$ cat src/rtl/shadow_reg_pkg.sv
`timescale 1ns/1ps
package shadow_reg_pkg;

  // default depth of the reset release synchroniser
  localparam int unsigned SR_SYNC_STAGES = 2;

  // per-bit state exposed by one storage cell to the bank
  typedef struct packed {
    logic main;    // rising-edge sample, after any write-back
    logic shadow;  // sample taken as the high phase closes
    logic err;     // mismatch or metastability, held for one period
  } sr_cell_obs_t;

endpackage

$ cat src/rtl/sr_reset_sync.sv
`timescale 1ns/1ps
module sr_reset_sync #(
  parameter int unsigned STAGES = 2
) (
  input  logic clk,
  input  logic arst_n,
  output logic srst_n
);

  logic [STAGES-1:0] chain_q;
  logic [STAGES-1:0] chain_nxt;

  always_comb begin
    chain_nxt    = chain_q << 1;
    chain_nxt[0] = 1'b1;
  end

  always_ff @(posedge clk or negedge arst_n) begin
    if (!arst_n) chain_q <= '0;
    else         chain_q <= chain_nxt;
  end

  assign srst_n = chain_q[STAGES-1];

endmodule

$ cat src/rtl/sr_bit_cell.sv
`timescale 1ns/1ps
module sr_bit_cell
  import shadow_reg_pkg::*;
(
  input  logic         clk,
  input  logic         rst_n,
  input  logic         d,
  input  logic         meta,
  input  logic         restore,  // write-back order for this rising edge
  input  logic         hold,     // a write-back happened at the last rising edge
  output sr_cell_obs_t obs
);

  logic main_q, main_nxt;
  logic shadow_q, shadow_nxt, shadow_en;
  logic err_q, err_nxt;

  // main stage: the late sample replaces the input when restoring
  always_comb begin
    main_nxt = restore ? shadow_q : d;
  end

  always_ff @(posedge clk or negedge rst_n) begin
    if (!rst_n) main_q <= 1'b0;
    else        main_q <= main_nxt;
  end

  // shadow stage: closes at the falling edge, stays shut after a write-back
  always_comb begin
    shadow_en  = !hold;
    shadow_nxt = shadow_en ? d : shadow_q;
    // detection re-armed while holding, so one fault gives one pulse
    err_nxt    = hold ? 1'b0 : ((main_q ^ d) | meta);
  end

  always_ff @(negedge clk or negedge rst_n) begin
    if (!rst_n) begin
      shadow_q <= 1'b0;
      err_q    <= 1'b0;
    end else begin
      shadow_q <= shadow_nxt;
      err_q    <= err_nxt;
    end
  end

  assign obs.main   = main_q;
  assign obs.shadow = shadow_q;
  assign obs.err    = err_q;

endmodule

$ cat src/rtl/sr_restore_tree.sv
`timescale 1ns/1ps
module sr_restore_tree #(
  parameter int unsigned WIDTH = 8
) (
  input  logic [WIDTH-1:0] err_i,
  output logic             any_o
);

  always_comb begin
    any_o = 1'b0;
    for (int i = 0; i < WIDTH; i++) any_o = any_o | err_i[i];
  end

endmodule

$ cat src/rtl/shadow_reg_bank.sv
`timescale 1ns/1ps
module shadow_reg_bank
  import shadow_reg_pkg::*;
#(
  parameter int unsigned WIDTH       = 8,
  parameter int unsigned SYNC_STAGES = SR_SYNC_STAGES
) (
  input  logic             clk,
  input  logic             rst_n,
  input  logic [WIDTH-1:0] d_i,
  input  logic [WIDTH-1:0] meta_i,
  input  logic             restore_i,
  output logic [WIDTH-1:0] q_o,
  output logic [WIDTH-1:0] err_o,
  output logic             restore_o
);

  logic             srst_n;
  logic [WIDTH-1:0] main_vec;
  logic [WIDTH-1:0] shadow_vec;
  logic [WIDTH-1:0] err_vec;
  logic             local_restore;
  logic             restore_eff;
  logic             hold_q, hold_nxt;

  sr_reset_sync #(.STAGES(SYNC_STAGES)) u_rst (
    .clk    (clk),
    .arst_n (rst_n),
    .srst_n (srst_n)
  );

  for (genvar b = 0; b < WIDTH; b++) begin : g_cell
    sr_cell_obs_t obs_b;
    sr_bit_cell u_cell (
      .clk     (clk),
      .rst_n   (srst_n),
      .d       (d_i[b]),
      .meta    (meta_i[b]),
      .restore (restore_eff),
      .hold    (hold_q),
      .obs     (obs_b)
    );
    assign main_vec[b]   = obs_b.main;
    assign shadow_vec[b] = obs_b.shadow;
    assign err_vec[b]    = obs_b.err;
  end

  sr_restore_tree #(.WIDTH(WIDTH)) u_or (
    .err_i (err_vec),
    .any_o (local_restore)
  );

  always_comb begin
    restore_eff = restore_i | local_restore;
    hold_nxt    = restore_eff;
  end

  always_ff @(posedge clk or negedge srst_n) begin
    if (!srst_n) hold_q <= 1'b0;
    else         hold_q <= hold_nxt;
  end

  assign q_o       = main_vec;
  assign err_o     = err_vec;
  assign restore_o = local_restore;

endmodule

$ cat config.mk
export PLATFORM = sky130hd
export DESIGN_NAME = shadow_reg_bank
export DESIGN_NICKNAME = d
export VERILOG_FILES = /design/src/rtl/shadow_reg_pkg.sv /design/src/rtl/sr_reset_sync.sv /design/src/rtl/sr_bit_cell.sv /design/src/rtl/sr_restore_tree.sv /design/src/rtl/shadow_reg_bank.sv
export SDC_FILE = /design/constraint.sdc
export NUM_CORES = 1
export LEC_CHECK = 0
export BUFFER_PORTS_ARGS = -buffer_cell sky130_fd_sc_hd__buf_4
export CAP_MARGIN = 10
export CORE_AREA = 2 2 43 84
export DETAILED_ROUTE_END_ITERATION = 16
export DIE_AREA = 0 0 45 86
export PLACE_DENSITY_LB_ADDON = 0.15
export SLEW_MARGIN = 40
export SYNTH_ARGS = -nofsm -noshare
export SYNTH_HDL_FRONTEND = slang
export SYNTH_HIERARCHICAL = 1
export SYNTH_SLANG_ARGS = --single-unit
export TNS_END_PERCENT = 100
$ cat constraint.sdc
create_clock -name clk -period 0.96 [get_ports clk]
set_clock_uncertainty 0.1 [all_clocks]
set_input_delay 0.048 -clock clk [delete_from_list [all_inputs] [get_ports clk]]
set_output_delay 0.048 -clock clk [all_outputs]
set_load 0.01 [all_outputs]
**After elaboration in Yosys (flattened, before gate mapping)**

Index checks and enable logic that the tools add are counted.

- Input bits: 19
- Bits in registers: 27
- Output and inout port bits: 17
- Bits in read-only memories: 0
- RAM bits: 0
- Latch bits: 0
- Memories kept: 0

- Shifts and indexed selects: 0
- Divide/modulo/power cells: 0
- $add $sub $neg: 0
- Equality and inequality tests: 0
- Mux-type cells: 16
- Reductions and logical operators: 0
- Magnitude comparators: 0
- Bitwise gates (word level): 24
- $mul: 0

Operator list:

| operator | number |
|---|---|
| 1-bit two-way mux | 16 |
| 1-bit bitwise OR | 16 |
| 1-bit bitwise XOR | 8 |

**Depth between registers and ports, before layout**

Gate-level depths: netlist of run 1.

- Depth after elaboration: 9
- Depth in mapped cells: 5
- Mapped depth without buffers: 4

**Cells and area by module**

Netlist of run 1, hierarchy kept.

Modules (own cells, without submodules):

| module | area each (µm²) | instances | cells an instance |
|---|---|---|---|
| sr_bit_cell | 137.6 | 8 | 11 |
| sr_reset_sync | 53.8 | 1 | 3 |
| shadow_reg_bank | 31.3 | 1 | 2 |
| sr_restore_tree | 16.3 | 1 | 3 |

==> results of run 1 <==
==> layout make-up <==
class | instances | area (µm²) | share of cell area, %
multi-input cells | 37 | 448 | 23.8
clock buffers | 4 | 45.0 | 2.39
repair buffers | 64 | 641 | 34.0
inverters | 8 | 30.0 | 1.59
well taps | 31 | 38.8 | 2.06
flip-flops and latches | 27 | 681 | 36.1
==> how the worst max path moves through the flow <==
stage                           start                      end  slack (ns)  cells after the start
6_report       g_cell[2].u_cell/err_q  g_cell[5].u_cell/main_q       -1.14                      4
5_1_grt        g_cell[2].u_cell/err_q  g_cell[5].u_cell/main_q       -1.18                      4
4_1_cts        g_cell[2].u_cell/err_q  g_cell[5].u_cell/main_q       -1.13                      4
3_5_place_dp   g_cell[2].u_cell/err_q  g_cell[6].u_cell/main_q       -1.11                      4
3_3_place_gp   g_cell[2].u_cell/err_q  g_cell[4].u_cell/main_q       -1.10                      4
2_1_floorplan  g_cell[2].u_cell/err_q  g_cell[0].u_cell/main_q       -1.17                      5
==> power groups by stage <==
stage,clock network [mW],registers (mW),logic [mW]
floorplan,0,1.71,1.09
global route,0.719,1.86,2.06
global placement,0,1.77,1.44
finish,0.619,1.82,1.93
CTS,0.649,1.80,1.78
detailed placement,0,1.79,1.46
==> registers in the layout, indices dropped and copies added, names as in the netlist <==
register                count
u_rst/chain_q               2
g_cell.u_cell/main_q        8
g_cell.u_cell/err_q         8
g_cell.u_cell/shadow_q      8
hold_q                      1
==> cell usage in the layout (no fill, tap or decap) <==
master	instances
mux2_4	16
dfrtp_2	1
buf_6	26
dfrtp_1	9
buf_12	3
or2_4	1
a21oi_2	5
clkbuf_8	3
xnor2_1	3
dfrtn_1	16
dlygate4sd3_1	10
clkbuf_1	1
nor4_2	2
dfrtp_4	1
inv_1	8
conb_1	1
a21oi_1	3
nand2_1	1
xnor2_2	5
buf_4	25
==> through the flow <==
step / hold WS (ns) / area, µm² / setup TNS, ns / utilization [%]
finish: 0.0468 / 1880 / -24.64 / 59.0
global route: 0.0403 / 1880 / -26.27 / 59.0
CTS: 0.0408 / 1830 / -24.91 / 57.4
detailed placement: -0.268 / 1540 / -20.31 / 48.2
global placement: -0.269 / 1540 / -20.09 / 48.2
floorplan: -0.348 / 1230 / -20.06 / -
==> routing by layer <==
metal / up-vias / GRT usage, % / part of all wire [%]
met2: 27 / 22.9 / 56
met1: 387 / 17.6 / 36
li1: 370 / - / -
met4: 0 / 7.22 / 2.3
met5: - / 0 / 0
met3: 5 / 2.32 / 5.4
==> timing repair <==
| action | in CTS | in global routing |
|---|---|---|
| resized for setup | 25 | 18 |
| endpoints found under the hold margin | 10 | 0 |
| cloned | 1 | 0 |
| setup endpoints to repair | 42 | 42 |
| setup buffers | 5 | 8 |
| hold buffers | 10 | 0 |
==> results.md, run 1 <==
- Hold Path Stages: 2
- NetSw: 1.18 mW
- Clock root buffer: clkbuf_8
- Switching power share of the total: 27.1%
- Final Net Count: 160
- # diodes: 0
- Seq pwr share: a little over two fifths
- GRT Util Overall: 14.2%
- Syn Area/Cell: approximately 13 µm²
- Clock Power Share: about 14%
- Flop2flop setup slack: -1.14 ns
- Total vias in the final route: a little under 800
- CP max-delay cell: dfrtn_1
- CTS H-tree depth: 1
- Required time worst endpoint: 1.02 ns
- Placed cells: approximately 150
- Crit path max fanout: 9
- Die X: roughly 45 µm
- Num rows: 29
- Via density: approximately 4.6
- Detailed placer's ending HPWL: ~1600 µm
- Initial drt markers: 8
- Fillcell total: about 290
- Violations in the final reports: negative setup slack
- Post-route DRC: 0
- Routed WL: 2390 µm
- First-pass GRT wire length: roughly 4000 µm
- CP arrival: approximately 2.2 ns
- Core area: 3190 µm²
- GP Congestion: ~0.68
- Max Cap Violations: 0
- CTS tree: done
- Max VDD drop: about 1.3 mV
- Setup Slack @ Placement: -1.11 ns
- PD cells: approximately 2300 nW/µm²
- Post-synth net total: approximately 110
- Final non-filler cell total: about 170
- Hold Crit Class: input pin to flop
- RSZ-0062 raised after global routing: true
- Reg2reg start: g_cell[2].u_cell/err_q
- GRT overflow: 0
- TritonCTS buffer count: 3
- Initial DRT Pass Iterations: 3
- Syn-to-layout area delta: 64.8%
- Worst skew pair latency: roughly 0.28 ns
- Clk pin slew, worst setup/hold paths: ~0.08 ns
- Slew Viols, Final: 0
- Clock net sink count: 27
- Final-report hold violation count: 0
- Die height: roughly 86 µm
- Post-synthesis cell area: between 1000 and 1500 µm²
- Power Internal: roughly 3.2 mW
- Mapped Cells: ~90
- Final setup fails: a little over 40
- Tot Pwr: 4.37 mW
- Hold Path Origin: restore_i
- Comb power frac: 44.1%
- Die area: slightly below 4000 µm²
- Crit. End Element: flop
- Crit path buffers/inverters: 0
- Cells on worst reg2reg path: 4
- Clock buffer depth: 2
- Critical path class: flop to flop
- Status: finished with violations
- Top delay family on crit path: simple AND/OR/NAND/NOR gates
- Fin worst setup slack: -1.14 ns
- Layout cells sized above 1: a little over three fifths
- Port Buffers: 35
- Warnings from Yosys: 6
- LEAKAGE: ~0.96 nW
- Largest net degree at the start of global routing: 15
- Ports: 36
- CP startpoint kind: flop
- Initial antenna violation count: 0
- Worst-path cell chain: nor4_2 -> nand2_1 -> or2_4 -> mux2_4
- Worst r2r dst: g_cell[5].u_cell/main_q
- Starting Density: between 30% and 40%
- Vias in the first global route: 857
- Wire length per cell: about 14 µm
- Hold path endpoint: hold_q
- ANT nets after route: 0
- CP peak stage delay: between 0.3 and 0.4 ns
(Power assumes the default switching activity.)
==> run 2: changes to the inputs <==
--- a/config.mk
+++ b/config.mk
@@ -8,6 +8,7 @@
 export BUFFER_PORTS_ARGS = -buffer_cell sky130_fd_sc_hd__buf_4
 export CAP_MARGIN = 10
 export CORE_AREA = 2 2 43 84
+export CTS_BUF_LIST = sky130_fd_sc_hd__clkbuf_4 sky130_fd_sc_hd__clkbuf_8
 export DETAILED_ROUTE_END_ITERATION = 16
 export DIE_AREA = 0 0 45 86
 export PLACE_DENSITY_LB_ADDON = 0.15
==> results.md, run 2 (synthesized netlist as in run 1, its figures left out) <==
- Status: finished with violations
- Violations in the final reports: negative setup slack
- TritonCTS buffer count: 3 (unchanged)
- Detailed placer's ending HPWL: 1570 µm (unchanged)
- Clock buffer depth: 2 (unchanged)
- Worst-path cell chain: nor4_2 -> nand2_1 -> or2_4 -> mux2_4
- Slew Viols, Final: 0 (unchanged)
- Die area: 3870 µm² (unchanged)
- Initial DRT Pass Iterations: 3 (unchanged)
- GRT Util Overall: 14.2% (unchanged)
- Critical path class: flop to flop
- Routed WL: 2390 µm (about the same)
- Post-layout util: 59.1% (+0.12 points)
- CP peak stage delay: 0.35 ns (about the same)
- DR WL met3: 129 µm (unchanged)
- # diodes: 0 (unchanged)
- Placed cells: 151 (unchanged)
- Wire length per cell: 14.0 µm (about the same)
- Setup Slack @ Placement: -1.11 ns (unchanged)
- Port Buffers: 35 (unchanged)
- Max Cap Violations: 0 (unchanged)
- GP Congestion: 0.684 (unchanged)
- Met1 Wirelength: 873 µm (+0.11%)
- Met2 wire len: 1330 µm (unchanged)
- Placement Cell Area: 1540 µm² (unchanged)
- Most frequent cells in the layout: buf_6, buf_4, mux2_4, dfrtn_1, dlygate4sd3_1
- Ports: 36 (unchanged)
- Clock root buffer: clkbuf_8
- Layout cells sized above 1: 63.6% (+0.71 points)
- Fillcell total: 288 (unchanged)
- CTS H-tree depth: 1 (unchanged)
- Initial antenna violation count: 0 (unchanged)
- Final non-filler cell total: 171 (unchanged)
- Die X: 45 µm (unchanged)
- Final-report hold violation count: 0 (unchanged)
- Clk pin slew, worst setup/hold paths: 0.08 ns (about the same)
- Tot Pwr: 4.40 mW (+0.66%)
- Post-route DRC: 0 (unchanged)
- Crit path buffers/inverters: 0 (unchanged)
- Vias in the first global route: 857 (unchanged)
- Top delay family on crit path: simple AND/OR/NAND/NOR gates
- Initial drt markers: 9 (+1)
- Most common cell after layout, fill and taps aside: buf_6
- CP startpoint kind: flop
- CP max-delay cell: dfrtn_1
- Max VDD drop: 1.29 mV (+1.6%)
- Clock net sink count: 27 (unchanged)
- CP arrival: 2.16 ns (about the same)
- Required time worst endpoint: 1.02 ns (about the same)
- LEAKAGE: 0.959 nW (+0.36%)
- Total vias in the final route: 789 (unchanged)
- RSZ-0062 raised after global routing: true
- Top flop regs: g_cell.u_cell/err_q (8), g_cell.u_cell/main_q (8), g_cell.u_cell/shadow_q (8)
- GRT overflow: 0 (unchanged)
- Max Used Layer: met4
- CTS tree: done
- Starting Density: 35.8% (unchanged)
- Design area: 1890 µm² (+0.20%)
- Core area: 3190 µm² (unchanged)
- Syn-to-layout area delta: 65.2%
- Crit. End Element: flop
- PD cells: 2330 nW/µm² (+0.46%)
- Crit path max fanout: 9 (unchanged)
- Via density: 4.61 (unchanged)
- ANT nets after route: 0 (unchanged)
- First-pass GRT wire length: 3980 µm (unchanged)
- Worst skew pair latency: 0.28 ns (about the same)
- Hold Crit Class: input pin to flop
- Final setup fails: 41 (unchanged)
- Die height: 86 µm (unchanged)
- Largest net degree at the start of global routing: 15 (unchanged)
- Num rows: 29 (unchanged)
- Final Net Count: 160 (unchanged)
- Fin worst setup slack: -1.14 ns (+0.000290 ns)
run 2: report_power, final:
group          internal (mW)  total (mW)  leakage, nW  switching, mW
clock network          0.325       0.648       0.0262          0.323
logic                   1.37        1.93        0.616          0.553
registers               1.51        1.82        0.317          0.309
run 2: routing by layer:
layer	GRT usage, %	up-vias
met5	0	-
met4	7.22	0
met3	2.32	5
met2	22.9	27
met1	17.6	387
li1	-	370
run 2: per-stage QoR:
| stage | hold WS [ns] | setup TNS (ns) |
|---|---|---|
| floorplan | -0.348 | -20.06 |
| global placement | -0.269 | -20.09 |
| detailed placement | -0.268 | -20.31 |
| CTS | 0.0408 | -24.91 |
| global route | 0.0406 | -26.27 |
| finish | 0.0466 | -24.64 |
run 2: path summary, 6_finish.rpt:
check,startpoint,to,slack [ns],cells past startpoint
hold / removal,restore_i,hold_q,0.05,2
setup / recovery,g_cell[2].u_cell/err_q,g_cell[5].u_cell/main_q,-1.14,4
min in group asynchronous,u_rst/chain_q[1],g_cell[1].u_cell/main_q,0.16,1
max in group asynchronous,u_rst/chain_q[1],g_cell[2].u_cell/shadow_q,0.09,1
hold reg to reg,u_rst/chain_q[1],g_cell[1].u_cell/main_q,0.16,1
setup reg to reg,g_cell[2].u_cell/err_q,g_cell[5].u_cell/main_q,-1.14,4
run 2: repair_timing:
item / CTS / global route
setup buffers: 5 / 8
gates cloned: 1 / 0
hold endpoints to repair: 10 / 0
gates resized for setup: 25 / 18
hold buffers: 10 / 0
setup endpoints to repair: 42 / 42
run 2: layout make-up:
type | instances | area, µm² | share of cell area [%]
Multi-Input combinational cell | 37 | 448 | 23.7
Tap cell | 31 | 38.8 | 2.06
Clock buffer | 4 | 48.8 | 2.59
Inverter | 8 | 30.0 | 1.59
Sequential cell | 27 | 681 | 36.1
Timing Repair Buffer | 64 | 641 | 34.0
==> run 3: changes to the inputs <==
--- a/config.mk
+++ b/config.mk
@@ -7,11 +7,12 @@
 export LEC_CHECK = 0
 export BUFFER_PORTS_ARGS = -buffer_cell sky130_fd_sc_hd__buf_4
 export CAP_MARGIN = 10
-export CORE_AREA = 2 2 43 84
+export CORE_AREA = 2 2 75 49
 export CTS_BUF_LIST = sky130_fd_sc_hd__clkbuf_4 sky130_fd_sc_hd__clkbuf_8
 export DETAILED_ROUTE_END_ITERATION = 16
-export DIE_AREA = 0 0 45 86
-export PLACE_DENSITY_LB_ADDON = 0.15
+export DIE_AREA = 0 0 77 51
+export MAX_ROUTING_LAYER = met4
+export PLACE_DENSITY = 0.63
 export SLEW_MARGIN = 40
 export SYNTH_ARGS = -nofsm -noshare
 export SYNTH_HDL_FRONTEND = slang
==> results.md, run 3 (synthesized netlist as in run 1, its figures left out) <==
- Violations in the final reports: negative setup slack
- Layout cells sized above 1: 67.5% (+4.0 points)
- Final Net Count: 171 (+6.9%)
- Clk pin slew, worst setup/hold paths: 0.09 ns (about the same)
- Largest net degree at the start of global routing: 15 (unchanged)
- LEAKAGE: 1.01 nW (+5.8%)
- Starting Density: 34.0% (-1.8 points)
- Vias in the first global route: 890 (+3.9%)
- Design area: 2030 µm² (+7.5%)
- Top flop regs: g_cell.u_cell/err_q (8), g_cell.u_cell/main_q (8), g_cell.u_cell/shadow_q (8)
- Via density: 4.24 (-8.1%)
- First-pass GRT wire length: 4240 µm (+6.6%)
- Core area: 3360 µm² (+5.3%)
- Final-report hold violation count: 0 (unchanged)
- CP startpoint kind: flop
- Clock root buffer: clkbuf_8
- Die height: 51 µm (-41%)
- Clock buffer depth: 2 (unchanged)
- Num rows: 17 (-41%)
- Tot Pwr: 4.58 mW (+4.3%)
- TritonCTS buffer count: 3 (unchanged)
- Crit path max fanout: 5 (-4)
- Post-route DRC: 0 (unchanged)
- Port Buffers: 35 (unchanged)
- Final setup fails: 42 (+2.4%)
- ANT nets after route: 0 (unchanged)
- Slew Viols, Final: 0 (unchanged)
- Required time worst endpoint: 1.02 ns (about the same)
- RSZ-0062 raised after global routing: true
- CP arrival: 2.17 ns (about the same)
- Setup Slack @ Placement: -1.15 ns (-0.0340 ns)
- Routed WL: 2710 µm (+13%)
- Setup TNS: -25.74 ns (-1.09 ns)
- Initial DRT Pass Iterations: 4 (+1)
- Worst skew pair latency: 0.28 ns (about the same)
- Placement Cell Area: 1590 µm² (+3.6%)
- GP Congestion: 0.684 (about the same)
- GRT overflow: 0 (unchanged)
- Critical path class: flop to flop
- Initial antenna violation count: 0 (unchanged)
- CTS tree: done
- PD cells: 2260 nW/µm² (-3.0%)
- Max Cap Violations: 0 (unchanged)
- Seq. cell area: 681 µm² (unchanged)
- Initial drt markers: 32 (+23)
- Max VDD drop: 1.09 mV (-15%)
- Fin worst setup slack: -1.15 ns (-0.00115 ns)
- Die X: 77 µm (+71%)
- Worst hold slack: 0.0499 ns (+0.00337 ns)
- Placed cells: 175 (+16%)
- # diodes: 0 (unchanged)
- GRT Util Overall: 14.4% (+0.19 points)
- CTS H-tree depth: 1 (unchanged)
- Die area: 3930 µm² (+1.5%)
- Post-layout util: 60.4% (+1.3 points)
- Most frequent cells in the layout: buf_6, buf_4, mux2_4, dfrtn_1, dlygate4sd3_1
- Detailed placer's ending HPWL: 1600 µm (+1.5%)
- Fillcell total: 304 (+5.6%)
- Wire length per cell: 13.7 µm (-2.4%)
- Hold Crit Class: input pin to flop
- Final non-filler cell total: 198 (+16%)
- Multi-input logic area: 468 µm² (+4.5%)
- Syn-to-layout area delta: 77.5%
- Status: finished with violations
- Crit. End Element: flop
- Total vias in the final route: 840 (+6.5%)
- Clock net sink count: 27 (unchanged)
- Ports: 36 (unchanged)
- Most common cell after layout, fill and taps aside: buf_6
==> run 3: power by group <==
group          total [mW]  switching (mW)  internal (mW)
Sequential           1.83           0.316           1.51
Combinational        2.08           0.601           1.48
Clock               0.677           0.351          0.326
==> run 3: cell type report <==
class	instances	share of cell area, %
Sequential cell	27	33.6
Inverter	8	1.48
Multi-Input combinational cell	38	23.1
Clock buffer	4	2.41
Timing Repair Buffer	74	36.6
Tap cell	47	2.90
==> run 3: routing by layer <==
metal | GRT usage, % | vias to the layer above | part of all wire [%]
met3 | 4.24 | 0 | 4.5
met1 | 18.4 | 418 | 48
li1 | - | 396 | -
met2 | 24.1 | 26 | 48
met5 | - | - | 0
met4 | 0.893 | 0 | 0
==> run 3: worst paths after layout <==
check                                       start                      end  slack (ns)  depth (start not counted)
max in group asynchronous        u_rst/chain_q[1]   g_cell[4].u_cell/err_q        0.06                          1
min reg2reg                      u_rst/chain_q[1]  g_cell[5].u_cell/main_q        0.16                          1
min in group asynchronous        u_rst/chain_q[1]  g_cell[5].u_cell/main_q        0.16                          1
min                                     restore_i                   hold_q        0.05                          3
max reg2reg                g_cell[2].u_cell/err_q  g_cell[2].u_cell/main_q       -1.15                          4
max                        g_cell[2].u_cell/err_q  g_cell[2].u_cell/main_q       -1.15                          4
==> run 3: worst max-delay path: stages (launching register included) <==
cell     delay, ns
dfrtn_1       0.37
nor4_2        0.29
nand2_1       0.14
or2_4         0.30
mux2_4        0.31
==> run 3: what timing repair did <==
action,4_1_cts,5_1_grt
resized for setup,34,20
gates cloned,1,1
hold endpoints to repair,10,0
setup buffers,9,8
hold buffers,10,0
setup endpoints to repair,58,42
pin swaps,1,0
